## src/rtl/ps2p_pkg.sv

```systemverilog
package ps2p_pkg;

  typedef enum logic [2:0] {
    SEL_CTRL,
    SEL_STAT,
    SEL_DATA,
    SEL_DIV,
    SEL_INTS,
    SEL_ID,
    SEL_NONE
  } ps2p_sel_e;

  // bit positions that software decodes
  localparam int ST_TX_EMPTY = 6;
  localparam int ST_RX_FULL  = 4;
  localparam int ST_RX_PAR   = 2;
  localparam int CT_RX_IE    = 4;
  localparam int CT_FORCE    = 3;
  localparam int IS_RX       = 0;
  localparam int IS_TX       = 1;

  localparam int ID_BYTES    = 8;

  function automatic logic [7:0] id_byte(input logic [2:0] idx);
    logic [7:0] b;
    case (idx)
      3'd0: b = 8'h50;
      3'd1: b = 8'h10;
      3'd2: b = 8'h04;
      3'd3: b = 8'h00;
      3'd4: b = 8'h0D;
      3'd5: b = 8'hF0;
      3'd6: b = 8'h05;
      default: b = 8'hB1;
    endcase
    return b;
  endfunction

endpackage

```

## src/rtl/ps2p_decode.sv

```systemverilog
module ps2p_decode
  import ps2p_pkg::*;
#(
  parameter int ADDR_W = 12
) (
  input  logic [ADDR_W-1:0] addr,
  output ps2p_sel_e         sel,
  output logic [2:0]        id_idx
);
  localparam int WORD_W  = ADDR_W - 2;
  localparam int ID_BASE = (1 << ADDR_W) - 4 * ID_BYTES;

  logic [WORD_W-1:0] word;
  logic              aligned;
  logic              in_id;

  assign word    = addr[ADDR_W-1:2];
  assign aligned = (addr[1:0] == 2'b00);
  assign in_id   = (addr >= ADDR_W'(ID_BASE));
  assign id_idx  = addr[4:2];

  always_comb begin
    sel = SEL_NONE;
    if (aligned) begin
      if (in_id)                     sel = SEL_ID;
      else if (word == WORD_W'(0))   sel = SEL_CTRL;
      else if (word == WORD_W'(1))   sel = SEL_STAT;
      else if (word == WORD_W'(2))   sel = SEL_DATA;
      else if (word == WORD_W'(3))   sel = SEL_DIV;
      else if (word == WORD_W'(4))   sel = SEL_INTS;
    end
  end

endmodule

```

## src/rtl/ps2p_regs.sv

```systemverilog
module ps2p_regs
  import ps2p_pkg::*;
#(
  parameter int DATA_W = 32,
  parameter int BYTE_W = 8
) (
  input  logic              clk,
  input  logic              rst,
  input  logic              wr_en,
  input  logic              rd_setup,
  input  ps2p_sel_e         sel,
  input  logic [DATA_W-1:0] wdata,
  input  logic              rx_valid,
  input  logic [BYTE_W-1:0] rx_byte,
  output logic              rx_ready,
  output logic [DATA_W-1:0] ctrl_q,
  output logic [DATA_W-1:0] ctrl_nx,
  output logic [DATA_W-1:0] div_q,
  output logic [BYTE_W-1:0] held_q,
  output logic              tx_stb,
  output logic [BYTE_W-1:0] tx_byte
);
  logic wr_ctrl, wr_div, wr_data;

  assign wr_ctrl  = wr_en && (sel == SEL_CTRL);
  assign wr_div   = wr_en && (sel == SEL_DIV);
  assign wr_data  = wr_en && (sel == SEL_DATA);
  assign rx_ready = rd_setup && (sel == SEL_DATA) && rx_valid;
  assign ctrl_nx  = wr_ctrl ? wdata : ctrl_q;

  always_ff @(posedge clk) begin
    if (rst) begin
      ctrl_q  <= '0;
      div_q   <= '0;
      held_q  <= '0;
      tx_stb  <= 1'b0;
      tx_byte <= '0;
    end else begin
      ctrl_q <= ctrl_nx;
      if (wr_div)   div_q  <= wdata;
      if (rx_ready) held_q <= rx_byte;
      tx_stb <= wr_data;
      if (wr_data)  tx_byte <= wdata[BYTE_W-1:0];
    end
  end

  a_r4_ready_needs_valid: assert property (@(posedge clk) disable iff (rst)
    rx_ready |-> rx_valid);
  a_r4_consume_loads: assert property (@(posedge clk) disable iff (rst)
    rx_ready |=> held_q == $past(rx_byte));
  a_r5_held_stable: assert property (@(posedge clk) disable iff (rst)
    !rx_ready |=> $stable(held_q));
  a_r6_tx_from_write: assert property (@(posedge clk) disable iff (rst)
    tx_stb |-> $past(wr_en && sel == SEL_DATA));
  a_r10_div_untouched: assert property (@(posedge clk) disable iff (rst)
    !(wr_en && sel == SEL_DIV) |=> $stable(div_q));

endmodule

```

## src/rtl/ps2p_irq.sv

```systemverilog
module ps2p_irq (
  input  logic clk,
  input  logic rst,
  input  logic pending,
  input  logic rx_ie_nx,
  input  logic force_nx,
  output logic irq
);
  always_ff @(posedge clk) begin
    if (rst) irq <= 1'b0;
    else     irq <= (pending && rx_ie_nx) || force_nx;
  end

  a_r7_force_wins: assert property (@(posedge clk) disable iff (rst)
    force_nx |=> irq);
  a_r7_quiet: assert property (@(posedge clk) disable iff (rst)
    (!pending && !force_nx) |=> !irq);

endmodule

```

## src/rtl/ps2p_rdmux.sv

```systemverilog
module ps2p_rdmux
  import ps2p_pkg::*;
#(
  parameter int DATA_W = 32,
  parameter int BYTE_W = 8
) (
  input  logic              clk,
  input  logic              rst,
  input  logic              load,
  input  ps2p_sel_e         sel,
  input  logic [2:0]        id_idx,
  input  logic [DATA_W-1:0] ctrl_q,
  input  logic [DATA_W-1:0] div_q,
  input  logic [BYTE_W-1:0] held_q,
  input  logic              pending,
  input  logic              consume,
  input  logic [BYTE_W-1:0] rx_byte,
  output logic [DATA_W-1:0] rdata
);
  logic [DATA_W-1:0] word;
  logic [BYTE_W-1:0] data_now;

  assign data_now = consume ? rx_byte : held_q;

  always_comb begin
    word = '0;
    case (sel)
      SEL_CTRL: word = ctrl_q;
      SEL_DIV:  word = div_q;
      SEL_DATA: word[BYTE_W-1:0] = data_now;
      SEL_STAT: begin
        word[ST_TX_EMPTY] = 1'b1;
        word[ST_RX_FULL]  = pending;
        word[ST_RX_PAR]   = ^held_q;
      end
      SEL_INTS: begin
        word[IS_RX] = pending;
        word[IS_TX] = 1'b1;
      end
      SEL_ID:   word[7:0] = id_byte(id_idx);
      default:  word = '0;
    endcase
  end

  always_ff @(posedge clk) begin
    if (rst)       rdata <= '0;
    else if (load) rdata <= word;
  end

  a_r3_tx_empty: assert property (@(posedge clk) disable iff (rst)
    (load && sel == SEL_STAT) |=> rdata[ST_TX_EMPTY]);
  a_r8_tx_flag: assert property (@(posedge clk) disable iff (rst)
    (load && sel == SEL_INTS) |=> rdata[IS_TX]);
  a_r10_unmapped_zero: assert property (@(posedge clk) disable iff (rst)
    (load && sel == SEL_NONE) |=> rdata == '0);
  a_r4_upper_zero: assert property (@(posedge clk) disable iff (rst)
    (load && sel == SEL_DATA) |=> rdata[DATA_W-1:BYTE_W] == '0);

endmodule

```

## src/rtl/ps2p_port_regs.sv

```systemverilog
module ps2p_port_regs
  import ps2p_pkg::*;
#(
  parameter int ADDR_W = 12,
  parameter int DATA_W = 32,
  parameter int BYTE_W = 8
) (
  input  logic              clk,
  input  logic              rst,
  input  logic              psel,
  input  logic              penable,
  input  logic              pwrite,
  input  logic [ADDR_W-1:0] paddr,
  input  logic [DATA_W-1:0] pwdata,
  output logic [DATA_W-1:0] prdata,
  output logic              pready,
  input  logic              rx_valid,
  input  logic [BYTE_W-1:0] rx_byte,
  output logic              rx_ready,
  output logic              tx_stb,
  output logic [BYTE_W-1:0] tx_byte,
  output logic              irq
);
  ps2p_sel_e         sel;
  logic [2:0]        id_idx;
  logic              wr_en, rd_setup;
  logic [DATA_W-1:0] ctrl_q, ctrl_nx, div_q;
  logic [BYTE_W-1:0] held_q;

  assign pready   = 1'b1;
  assign wr_en    = psel && penable && pwrite;
  assign rd_setup = psel && !penable && !pwrite;

  ps2p_decode #(.ADDR_W(ADDR_W)) u_dec (
    .addr   (paddr),
    .sel    (sel),
    .id_idx (id_idx)
  );

  ps2p_regs #(.DATA_W(DATA_W), .BYTE_W(BYTE_W)) u_regs (
    .clk      (clk),
    .rst      (rst),
    .wr_en    (wr_en),
    .rd_setup (rd_setup),
    .sel      (sel),
    .wdata    (pwdata),
    .rx_valid (rx_valid),
    .rx_byte  (rx_byte),
    .rx_ready (rx_ready),
    .ctrl_q   (ctrl_q),
    .ctrl_nx  (ctrl_nx),
    .div_q    (div_q),
    .held_q   (held_q),
    .tx_stb   (tx_stb),
    .tx_byte  (tx_byte)
  );

  ps2p_irq u_irq (
    .clk      (clk),
    .rst      (rst),
    .pending  (rx_valid),
    .rx_ie_nx (ctrl_nx[CT_RX_IE]),
    .force_nx (ctrl_nx[CT_FORCE]),
    .irq      (irq)
  );

  ps2p_rdmux #(.DATA_W(DATA_W), .BYTE_W(BYTE_W)) u_rd (
    .clk     (clk),
    .rst     (rst),
    .load    (rd_setup),
    .sel     (sel),
    .id_idx  (id_idx),
    .ctrl_q  (ctrl_q),
    .div_q   (div_q),
    .held_q  (held_q),
    .pending (rx_valid),
    .consume (rx_ready),
    .rx_byte (rx_byte),
    .rdata   (prdata)
  );

  a_r7_irq_level: assert property (@(posedge clk) disable iff (rst)
    1'b1 |=> irq == (($past(rx_valid) && ctrl_q[CT_RX_IE]) || ctrl_q[CT_FORCE]));
  a_r6_single_strobe: assert property (@(posedge clk) disable iff (rst)
    (tx_stb && !$past(wr_en)) |-> 1'b0);

endmodule

```

## config.mk

```make
export PLATFORM = sky130hd
export DESIGN_NAME = ps2p_port_regs
export DESIGN_NICKNAME = d
export VERILOG_FILES = /design/src/rtl/ps2p_pkg.sv /design/src/rtl/ps2p_decode.sv /design/src/rtl/ps2p_regs.sv /design/src/rtl/ps2p_irq.sv /design/src/rtl/ps2p_rdmux.sv /design/src/rtl/ps2p_port_regs.sv
export SDC_FILE = /design/constraint.sdc
export NUM_CORES = 1
export LEC_CHECK = 0
export ABC_AREA = 1
export BUFFER_PORTS_ARGS = -buffer_cell sky130_fd_sc_hd__buf_2
export CAP_MARGIN = 20
export CORE_UTILIZATION = 50
export CTS_CLUSTER_DIAMETER = 120
export CTS_CLUSTER_SIZE = 20
export DETAILED_ROUTE_END_ITERATION = 12
export PLACE_DENSITY_LB_ADDON = 0.08
export SYNTH_ARGS = -nofsm -noshare
export SYNTH_HDL_FRONTEND = slang
export SYNTH_SLANG_ARGS = --single-unit
```

## constraint.sdc

```tcl
create_clock -name clk -period 1.6 [get_ports clk]
set_input_delay 0.16 -clock clk [delete_from_list [all_inputs] [get_ports clk]]
set_output_delay 0.16 -clock clk [all_outputs]
set_load 0.005 [all_outputs]
```

Word level (Yosys, flattened, before mapping) --
Cells that the tools add are included.
Word-level totals: register bits 114, bits in latches 0, bits in writable memories 0, bits in read-only memories 0, word-level logic and storage cells 60, memories kept 0
Operators by class: add/sub/neg operators 0, multipliers 0, div/mod/pow operators 0, order comparisons 1, equal/unequal tests 15, shift-type cells 0, muxes and demuxes 18, bitwise operators 0, reductions and logical operators 18
Operators by type and width (count):
- one-hot mux 8 bit (7 select lines) | 1
- one-hot mux 24 bit (2 select lines) | 1
- == test 10 x 2 -> 1 bit (second input constant) | 2
- two-way mux 3 bit | 6
- == test 3 bit (second input constant) | 5
- one-hot mux 1 bit (5 select lines) | 3
- == test 3 x 2 -> 1 bit (second input constant) | 4
- greater-or-equal comparator 12 bit (second input constant) | 1
- one-hot mux 1 bit (4 select lines) | 3
- == test 10 x 1 -> 1 bit (second input constant) | 1
- == test 10 x 3 -> 1 bit (second input constant) | 1
- logical AND 1 bit | 10
- zero test 10 bit | 1
- one-hot mux 2 bit (5 select lines) | 1
- two-way mux 8 bit | 1
- XOR reduction 8 bit | 1
- == test 3 x 1 -> 1 bit (second input constant) | 2
- zero test 3 bit | 2
- two-way mux 5 bit | 1
- zero test 1 bit | 2
- zero test 2 bit | 1
- two-way mux 2 bit | 1
- logical OR 1 bit | 1

Longest topological paths before layout --
Gate-level depths: netlist (run 1).
depth after elaboration 13, gate-level depth with buffers 14, mapped depth without buffers 14

Hierarchy --
Synthesis (run 1) repeated with hierarchy kept, for this count alone.
Second synthesis, totals: cells, all modules 795, area, all modules 5330.1 µm²
By module, submodules not included:
- ps2p_regs | times used 1, cells each 440, area each 3144.3 µm²
- ps2p_rdmux | times used 1, cells each 311, area each 1970.6 µm²
- ps2p_decode | times used 1, cells each 33, area each 148.9 µm²
- ps2p_irq | times used 1, cells each 4, area each 36.3 µm²
- ps2p_port_regs | times used 1, cells each 7, area each 30.0 µm²

Least setup slack after synthesis (run 1) --
No wires, ideal clock.
kind input port to flip-flop, start point in paddr[4], end point reg u_regs.div_q[23], library setup time 0.146 ns, arrival 1.404 ns, required time 1.454 ns, setup slack 0.050 ns, stages on the path 12, cells stage by stage buf_6 nor2_4 nand2_2 nor2_8 nand2_4 clkinv_8 nand2_8 nor2_8 nand2_4 buf_2 nor2_1 a211oi_2
On the way: longest elaborated chain between the ends 10
Ends and longest elaborated chain:
- from (decl) | line ps2p_port_regs.sv:13 | input logic [ADDR_W-1:0] paddr,
- == test 10 x 3 -> 1 bit | line ps2p_decode.sv:30 | else if (word == WORD_W'(4)) sel = SEL_INTS;
- two-way mux 2 bit | line ps2p_decode.sv:30
- two-way mux 3 bit | line ps2p_decode.sv:29 | else if (word == WORD_W'(3)) sel = SEL_DIV;
- two-way mux 3 bit | line ps2p_decode.sv:28 | else if (word == WORD_W'(2)) sel = SEL_DATA;
- two-way mux 3 bit | line ps2p_decode.sv:27 | else if (word == WORD_W'(1)) sel = SEL_STAT;
- two-way mux 3 bit | line ps2p_decode.sv:26 | else if (word == WORD_W'(0)) sel = SEL_CTRL;
- two-way mux 3 bit * | line ps2p_decode.sv:25 | if (in_id) sel = SEL_ID;
- two-way mux 3 bit * | line ps2p_decode.sv:24 | if (aligned) begin
- == test 3 x 2 -> 1 bit * | line ps2p_regs.sv:26 | assign wr_div = wr_en && (sel == SEL_DIV);
- logical AND 1 bit * | line ps2p_regs.sv:26
- to (signal assigned) | line ps2p_regs.sv:40 | if (wr_div) div_q <= wdata;
- to (decl) | line ps2p_regs.sv:18 | output logic [DATA_W-1:0] div_q,
Mark *: on every way between the ends. The rest lies on a longest branch, timed or not. A chain may end at the register's enable or synchronous reset.

Final worst setup path (run 1) --
start point in paddr[8], end point out rx_ready
On the way: longest elaborated chain between the ends 11
Ends and longest elaborated chain:
- == test 10 x 3 -> 1 bit | line ps2p_decode.sv:30
- two-way mux 2 bit | line ps2p_decode.sv:30
- two-way mux 3 bit | line ps2p_decode.sv:29
- two-way mux 3 bit | line ps2p_decode.sv:28
- two-way mux 3 bit | line ps2p_decode.sv:27
- two-way mux 3 bit | line ps2p_decode.sv:26
- two-way mux 3 bit * | line ps2p_decode.sv:25
- two-way mux 3 bit * | line ps2p_decode.sv:24
- == test 3 x 2 -> 1 bit * | line ps2p_regs.sv:28 | assign rx_ready = rd_setup && (sel == SEL_DATA) && rx_valid;
- logical AND 1 bit * (2 in series) | line ps2p_regs.sv:28
- to (decl) | line ps2p_port_regs.sv:19 | output logic rx_ready,
Marks and branches as above.

==> reports/summary.txt, run 1 <==
Status -> completed
# setup viols final -> 0
Layout cells sized above 1 -> 29.26%
Endpoint class of the critical path -> output port
Port bufs -> 100
Maximum clock rate -> 659.3 MHz
Total Wirelength -> 13.60 mm
Max Fanout on Critical Path -> 6
RSZ-0062 raised after global routing -> false
Dpl ws -> -206.5 ps
Post-synth EDFFs -> 0
Root Buffer Master -> clkbuf_8
Mapped Area -> 5376 um^2
Sequential power share -> 40.6%
CP Data Required Time -> 1440 ps
Fin crit share -> 94.80%
# Max-Cap Violations -> 0
WL/cell -> 13.78 um
Switch Pwr -> 1580 uW
Total power -> 7105 uW
Ys flop type -> dfxtp_1
Clk_lat worst skew -> 510 ps
Crit path arrival time -> 1360 ps
Worst setup SP type -> primary input
Grt ovf -> 0
Buf+Inv Stages, Crit Path -> 4
CTS tree -> yes
Power share of the clock group -> 53.2%
Final clock skew -> 4.130 ps
Cell Chain, Critical Path -> buf_2, nor2_2, nand2_4, nor2_8, nand2_4, nor2_4, nand3_4, inv_4, buf_4, buf_2
Synth warn -> 0
Die outline width -> 105.7 um
HP Class -> in2reg
Initial DRC Count -> 217
Worst r2r src -> u_regs.held_q[4]$_SDFF_PP0_
CP max stage delay -> 170 ps
Critical path class -> in2out
Antenna Cells -> 0
Async SR Flop Fraction -> 0%
First-pass GRT wire length -> 22.78 mm
Slowest-stage cell, CP -> nor2_2
# rows -> 37
CTS Sinks -> 114
Internal power -> 5525 uW
Setup TNS -> 0 ps
Syn-to-layout area delta -> 36.14%
Syn_area_per_cell -> 8.013 um^2
GPL Wtd Cong -> 0.8929
Clock buffer count from CTS -> 17
H-tree lvl count -> 4
Cells after Synth -> 671
Largest net degree at the start of global routing -> 51
Register area share after synthesis -> 42.45%
I/O Pins -> 102
Gate power share -> 6.2%
Max VDD drop -> 697.5 uV
DRC Markers -> 0
DIE AREA -> 11170 um^2
Via density -> 5.041
Worst setup slack after layout -> 83.28 ps
Initial antenna violation count -> 0
Core area -> 10370 um^2
Leak -> 0.003337 uW
Vias in the first global route -> 4902
Worst slack on hold paths -> 81.72 ps
Crit path time final -> 1517 ps
GRT Overall Usage -> 25.64%
Synth Register Bits -> 114
ANT nets after route -> 0
Synth unique cells -> 36
Detailed-route via count -> 4975
Power Density -> 970.7 nW/um^2
Switching Share -> 22.24%
Clock transition at the registers of the reported paths -> 60 ps
Hold Fails Final Rpt -> 0
Die Height -> 105.7 um
Longest Clk Path Bufs -> 2
Slew Limit Fails -> 0
Final nets -> 896
Drt pass-1 iters -> 5
Syn_nets -> 729
Worst hold path startpoint -> rx_byte[7]
Utilization after layout -> 70.58%
Cell family with the largest share of critical-path delay -> simple AND/OR/NAND/NOR gates
Hpwl dp -> 9.130 mm
Starting Density -> 51.85%
Critical path origin -> paddr[8]
[metal layers]
| metal | vias up | track usage (%) | routed length (um) |
|---|---|---|---|
| met2 | 96 | 44.82 | 6998 |
| met5 | - | 0 | 0 |
| li1 | 2536 | - | - |
| met1 | 2336 | 31.07 | 6073 |
| met3 | 7 | 4.824 | 400 |
| met4 | 0 | 9.722 | 123 |
[through the flow]
stage / cell area, um^2 / cells
CTS: 7253 / 983
global route: 7320 / 987
global placement: 6257 / 912
detailed placement: 6257 / 912
finish: 7320 / 987
floorplan: 5376 / 671
[tightest hold or removal path, cell delays in order]
cell	delay, ps
buf_2	70
inv_1	30
nand3_1	80
buf_4	100
nand2_1	40
nor2_1	60
[cell usage after synthesis (3+ instances only)]
master	n	area, um^2
nand2_4	4	45.04
nor2_2	5	31.28
buf_2	9	45.04
buf_6	8	90.09
inv_2	4	15.01
o21ai_0	31	155.2
nand3_1	26	130.1
a21oi_1	49	245.2
nor2_1	57	214.0
o21ai_1	15	75.07
nand3_4	3	52.55
o211ai_1	24	180.2
nor2_4	4	45.04
a211oi_2	33	412.9
xnor2_1	3	26.28
inv_1	129	484.2
dfxtp_1	114	2282
nand4_1	6	37.54
clkbuf_1	17	63.81
o221ai_1	24	210.2
nor2_8	3	60.06
nand2_1	84	315.3
nand2_2	4	25.02
[area by class of cell]
| type | instances | area (um^2) |
|---|---|---|
| tap | 136 | 170.2 |
| inverter | 135 | 521.8 |
| multi-input combinational | 385 | 2397 |
| clock buffer | 19 | 441.7 |
| clock inverter | 13 | 158.9 |
| fill | 845 | 3050 |
| sequential | 114 | 2283 |
| timing repair buffer | 185 | 1346 |
[flip-flops by register name, indices dropped and copies added, names as in the netlist]
name and count:
u_regs.tx_byte 8, u_regs.tx_stb 1, u_regs.held_q 8, u_regs.div_q 32, u_regs.ctrl_q 32, u_irq.irq 1, u_rd.rdata 32
[cells in the final DEF, fill, tap and decap left out, types with 4 or more instances in the layout]
master	count
o21ai_0	31
nand4_1	6
nand3_1	25
buf_12	9
nand2_1	83
buf_2	100
inv_1	129
buf_4	38
a211oi_2	33
nand2_4	5
a21oi_1	49
dlygate4sd3_1	38
clkinvlp_4	6
dfxtp_1	113
nand2_2	4
nor2_2	4
o221ai_1	24
nor2_1	56
o211ai_1	24
o21ai_1	15
clkbuf_16	16
nor2_4	6
[worst paths after layout]
check	depth (start not counted)	slack [ps]	to
max reg2reg	12	130	u_rd.rdata[2]$_SDFFE_PP0P_
max	10	80	rx_ready
min	6	80	u_regs.held_q[7]$_SDFF_PP0_
min reg2reg	2	450	u_regs.ctrl_q[2]$_SDFFE_PP0N_
[timing repair]
item,in CTS,in global routing
buffers inserted,1,4
hold buffers,38,0
resized for setup,1,9
pin swaps,1,2
setup endpoints to repair,1,2
hold endpoints to repair,78,0
[logic make-up after synthesis]
| family | Yosys count | share of synthesized area, % |
|---|---|---|
| compound gates | 177 | 23.95 |
| other cells | 1 | 0.06975 |
| simple gates | 202 | 19.01 |
| xor+xnor | 5 | 0.8147 |
| flops | 114 | 42.45 |
| buf+inv | 172 | 13.71 |
[power groups by stage]
stage | clock, uW | sequential [uW] | combinational (uW)
detailed placement | 0 | 2940 | 361
global placement | 0 | 2940 | 356
CTS | 3850 | 2880 | 435
global route | 3970 | 2890 | 482
floorplan | 0 | 2950 | 170
finish | 3780 | 2890 | 439
No activity file was read; power rests on OpenSTA's default activity.
==> inputs of run 2 (changes only) <==
RECOVER_POWER = 50   (was default)
==> reports/summary.txt, run 2 (synthesis gave the netlist of run 1 again) <==
GPL Wtd Cong -> 0.8929 (unchanged)
Hold Path End -> u_regs.tx_stb$_SDFF_PP0_ (was u_regs.held_q[7]$_SDFF_PP0_)
# rows -> 37 (unchanged)
Total Wirelength -> 13.61 mm (was 13.60 mm)
Reg2reg end -> u_rd.rdata[2]$_SDFFE_PP0P_ (unchanged)
Final nets -> 896 (unchanged)
DRC Markers -> 0 (unchanged)
Clk_lat worst skew -> 510 ps (about the same)
Drt pass-1 iters -> 5 (unchanged)
Power Density -> 980.1 nW/um^2 (was 970.7 nW/um^2)
GRT Overall Usage -> 25.64% (unchanged)
Worst setup slack after layout -> 88.61 ps (was 83.28 ps)
Cell area after layout -> 7252 um^2 (was 7320 um^2)
Maximum clock rate -> 661.6 MHz (was 659.3 MHz)
CTS tree -> yes (unchanged)
Worst setup SP type -> primary input (unchanged)
DIE AREA -> 11170 um^2 (unchanged)
Clock buffer count from CTS -> 17 (unchanged)
Worst r2r src -> u_regs.held_q[4]$_SDFF_PP0_ (unchanged)
ANT nets after route -> 0 (unchanged)
Crit path time final -> 1511 ps (was 1517 ps)
Grt ovf -> 0 (unchanged)
Setup TNS -> 0 ps (unchanged)
# Max-Cap Violations -> 0 (unchanged)
Critical path class -> in2out (unchanged)
Largest net degree at the start of global routing -> 51 (unchanged)
Initial antenna violation count -> 0 (unchanged)
H-tree lvl count -> 4 (unchanged)
Syn-to-layout area delta -> 34.88% (was 36.14%)
R2R setup slack -> 130 ps (about the same)
Largest regs -> u_rd.rdata: 32 flops, u_regs.ctrl_q: 32 flops, u_regs.div_q: 32 flops (unchanged)
Longest Clk Path Bufs -> 2 (unchanged)
Detailed-route via count -> 4982 (was 4975)
Vias in the first global route -> 4902 (unchanged)
Starting Density -> 51.85% (unchanged)
Die outline width -> 105.7 um (unchanged)
Hold path cells -> 3 (was 6)
Core area -> 10370 um^2 (unchanged)
Final clock skew -> 3.768 ps (was 4.130 ps)
Max Fanout on Critical Path -> 6 (unchanged)
Reg2reg path depth -> 12 (unchanged)
HP Class -> in2reg (unchanged)
Via density -> 5.048 (was 5.041)
Crit path arrival time -> 1350 ps (was 1360 ps)
Met1 usage -> 31.07% (unchanged)
Initial DRC Count -> 232 (was 217)
I/O Pins -> 102 (unchanged)
Commonest non-fill, non-tap cell in the layout -> inv_1 (unchanged)
Most Crowded Layer GR -> met2 (unchanged)
Leak -> 0.003240 uW (was 0.003337 uW)
Most frequent cells in the layout -> 129 x inv_1, 113 x dfxtp_1, 83 x nand2_1, 82 x buf_2, 56 x nor2_1 (was 129 x inv_1, 113 x dfxtp_1, 100 x buf_2, 83 x nand2_1, 56 x nor2_1)
Hold Fails Final Rpt -> 0 (unchanged)
Status -> completed (unchanged)
Slew Limit Fails -> 0 (unchanged)
Slowest-stage cell, CP -> nor2_2 (unchanged)
Clock transition at the registers of the reported paths -> 60 ps (about the same)
First-pass GRT wire length -> 22.78 mm (unchanged)
DP Area -> 6257 um^2 (unchanged)
Antenna Cells -> 0 (unchanged)
GR Util met3 -> 4.824% (unchanged)
Fin crit share -> 94.46% (was 94.80%)
RSZ-0062 raised after global routing -> false (unchanged)
Met2 Resource Use GR -> 44.82% (unchanged)
Total power -> 7108 uW (was 7105 uW)
Port bufs -> 100 (unchanged)
Layout cells sized above 1 -> 26.56% (was 29.26%)
Dpl ws -> -206.5 ps (unchanged)
CP Data Required Time -> 1440 ps (about the same)
# setup viols final -> 0 (unchanged)
Cell Chain, Critical Path -> buf_2, nor2_2, nand2_4, nor2_8, nand2_4, nor2_4, nand3_4, inv_4, buf_4, buf_2 (unchanged)
Worst hold path startpoint -> pwrite (was rx_byte[7])
Hpwl dp -> 9.130 mm (unchanged)
WL/cell -> 13.79 um (was 13.78 um)
Utilization after layout -> 69.93% (was 70.58%)
Root Buffer Master -> clkbuf_8 (unchanged)
Max VDD drop -> 695.4 uV (was 697.5 uV)
Die Height -> 105.7 um (unchanged)
Endpoint class of the critical path -> output port (unchanged)
CP max stage delay -> 170 ps (about the same)
CTS Sinks -> 114 (unchanged)
-- run 2: final cells by class --
type	instances	area, um^2
inverter	135	521.8
clock buffer	19	441.7
timing repair buffer	185	1295
clock inverter	13	158.9
fill	863	3118
multi-input combinational	385	2381
sequential	114	2283
tap	136	170.2
-- run 2: stage by stage --
step | instances | hold slack (ps)
CTS | 983 | 61.94
global placement | 912 | 422.7
finish | 987 | 46.24
detailed placement | 912 | 429.4
floorplan | 671 | 278.8
global route | 987 | 69.00
-- run 2: worst max-delay path, delay by kind of cell --
family                 cells  cell delay (ps)
buffers and inverters      4              410
AND/OR/NAND/NOR            6              770
-- run 2: worst max-delay path by stage --
stage                  start                       endpoint  slack, ps  depth (start not counted)
finish              paddr[8]                       rx_ready         90                         10
global route        paddr[8]                       rx_ready          3                         10
CTS                 paddr[8]                       rx_ready        0.4                         10
detailed placement  paddr[8]     u_rd.rdata[1]$_SDFFE_PP0P_       -210                         13
global placement    paddr[8]     u_rd.rdata[2]$_SDFFE_PP0P_       -190                         14
floorplan           paddr[4]  u_regs.div_q[23]$_SDFFE_PP0P_         50                         12
-- run 2: metal layers --
layer	wire (um)	part of all wire [%]	vias to the layer above
met3	430	3.2	15
met4	203	1.5	0
met1	6144	45	2328
met2	6835	50	104
met5	0	0	-
li1	-	-	2535
-- run 2: report_power, final --
| group | switching, uW | internal (uW) | leakage [uW] |
|---|---|---|---|
| clock network | 1340 | 2450 | 0.000278 |
| registers | 16.3 | 2870 | 0.000921 |
| logic | 227 | 206 | 0.00204 |
-- run 2: repair_timing --
item,in CTS,in global routing
hold buffers,38,0
endpoints found under the hold margin,78,0
pin swaps,1,2
buffers inserted,1,4
endpoints found under the setup margin,1,2
gates resized for setup,1,9
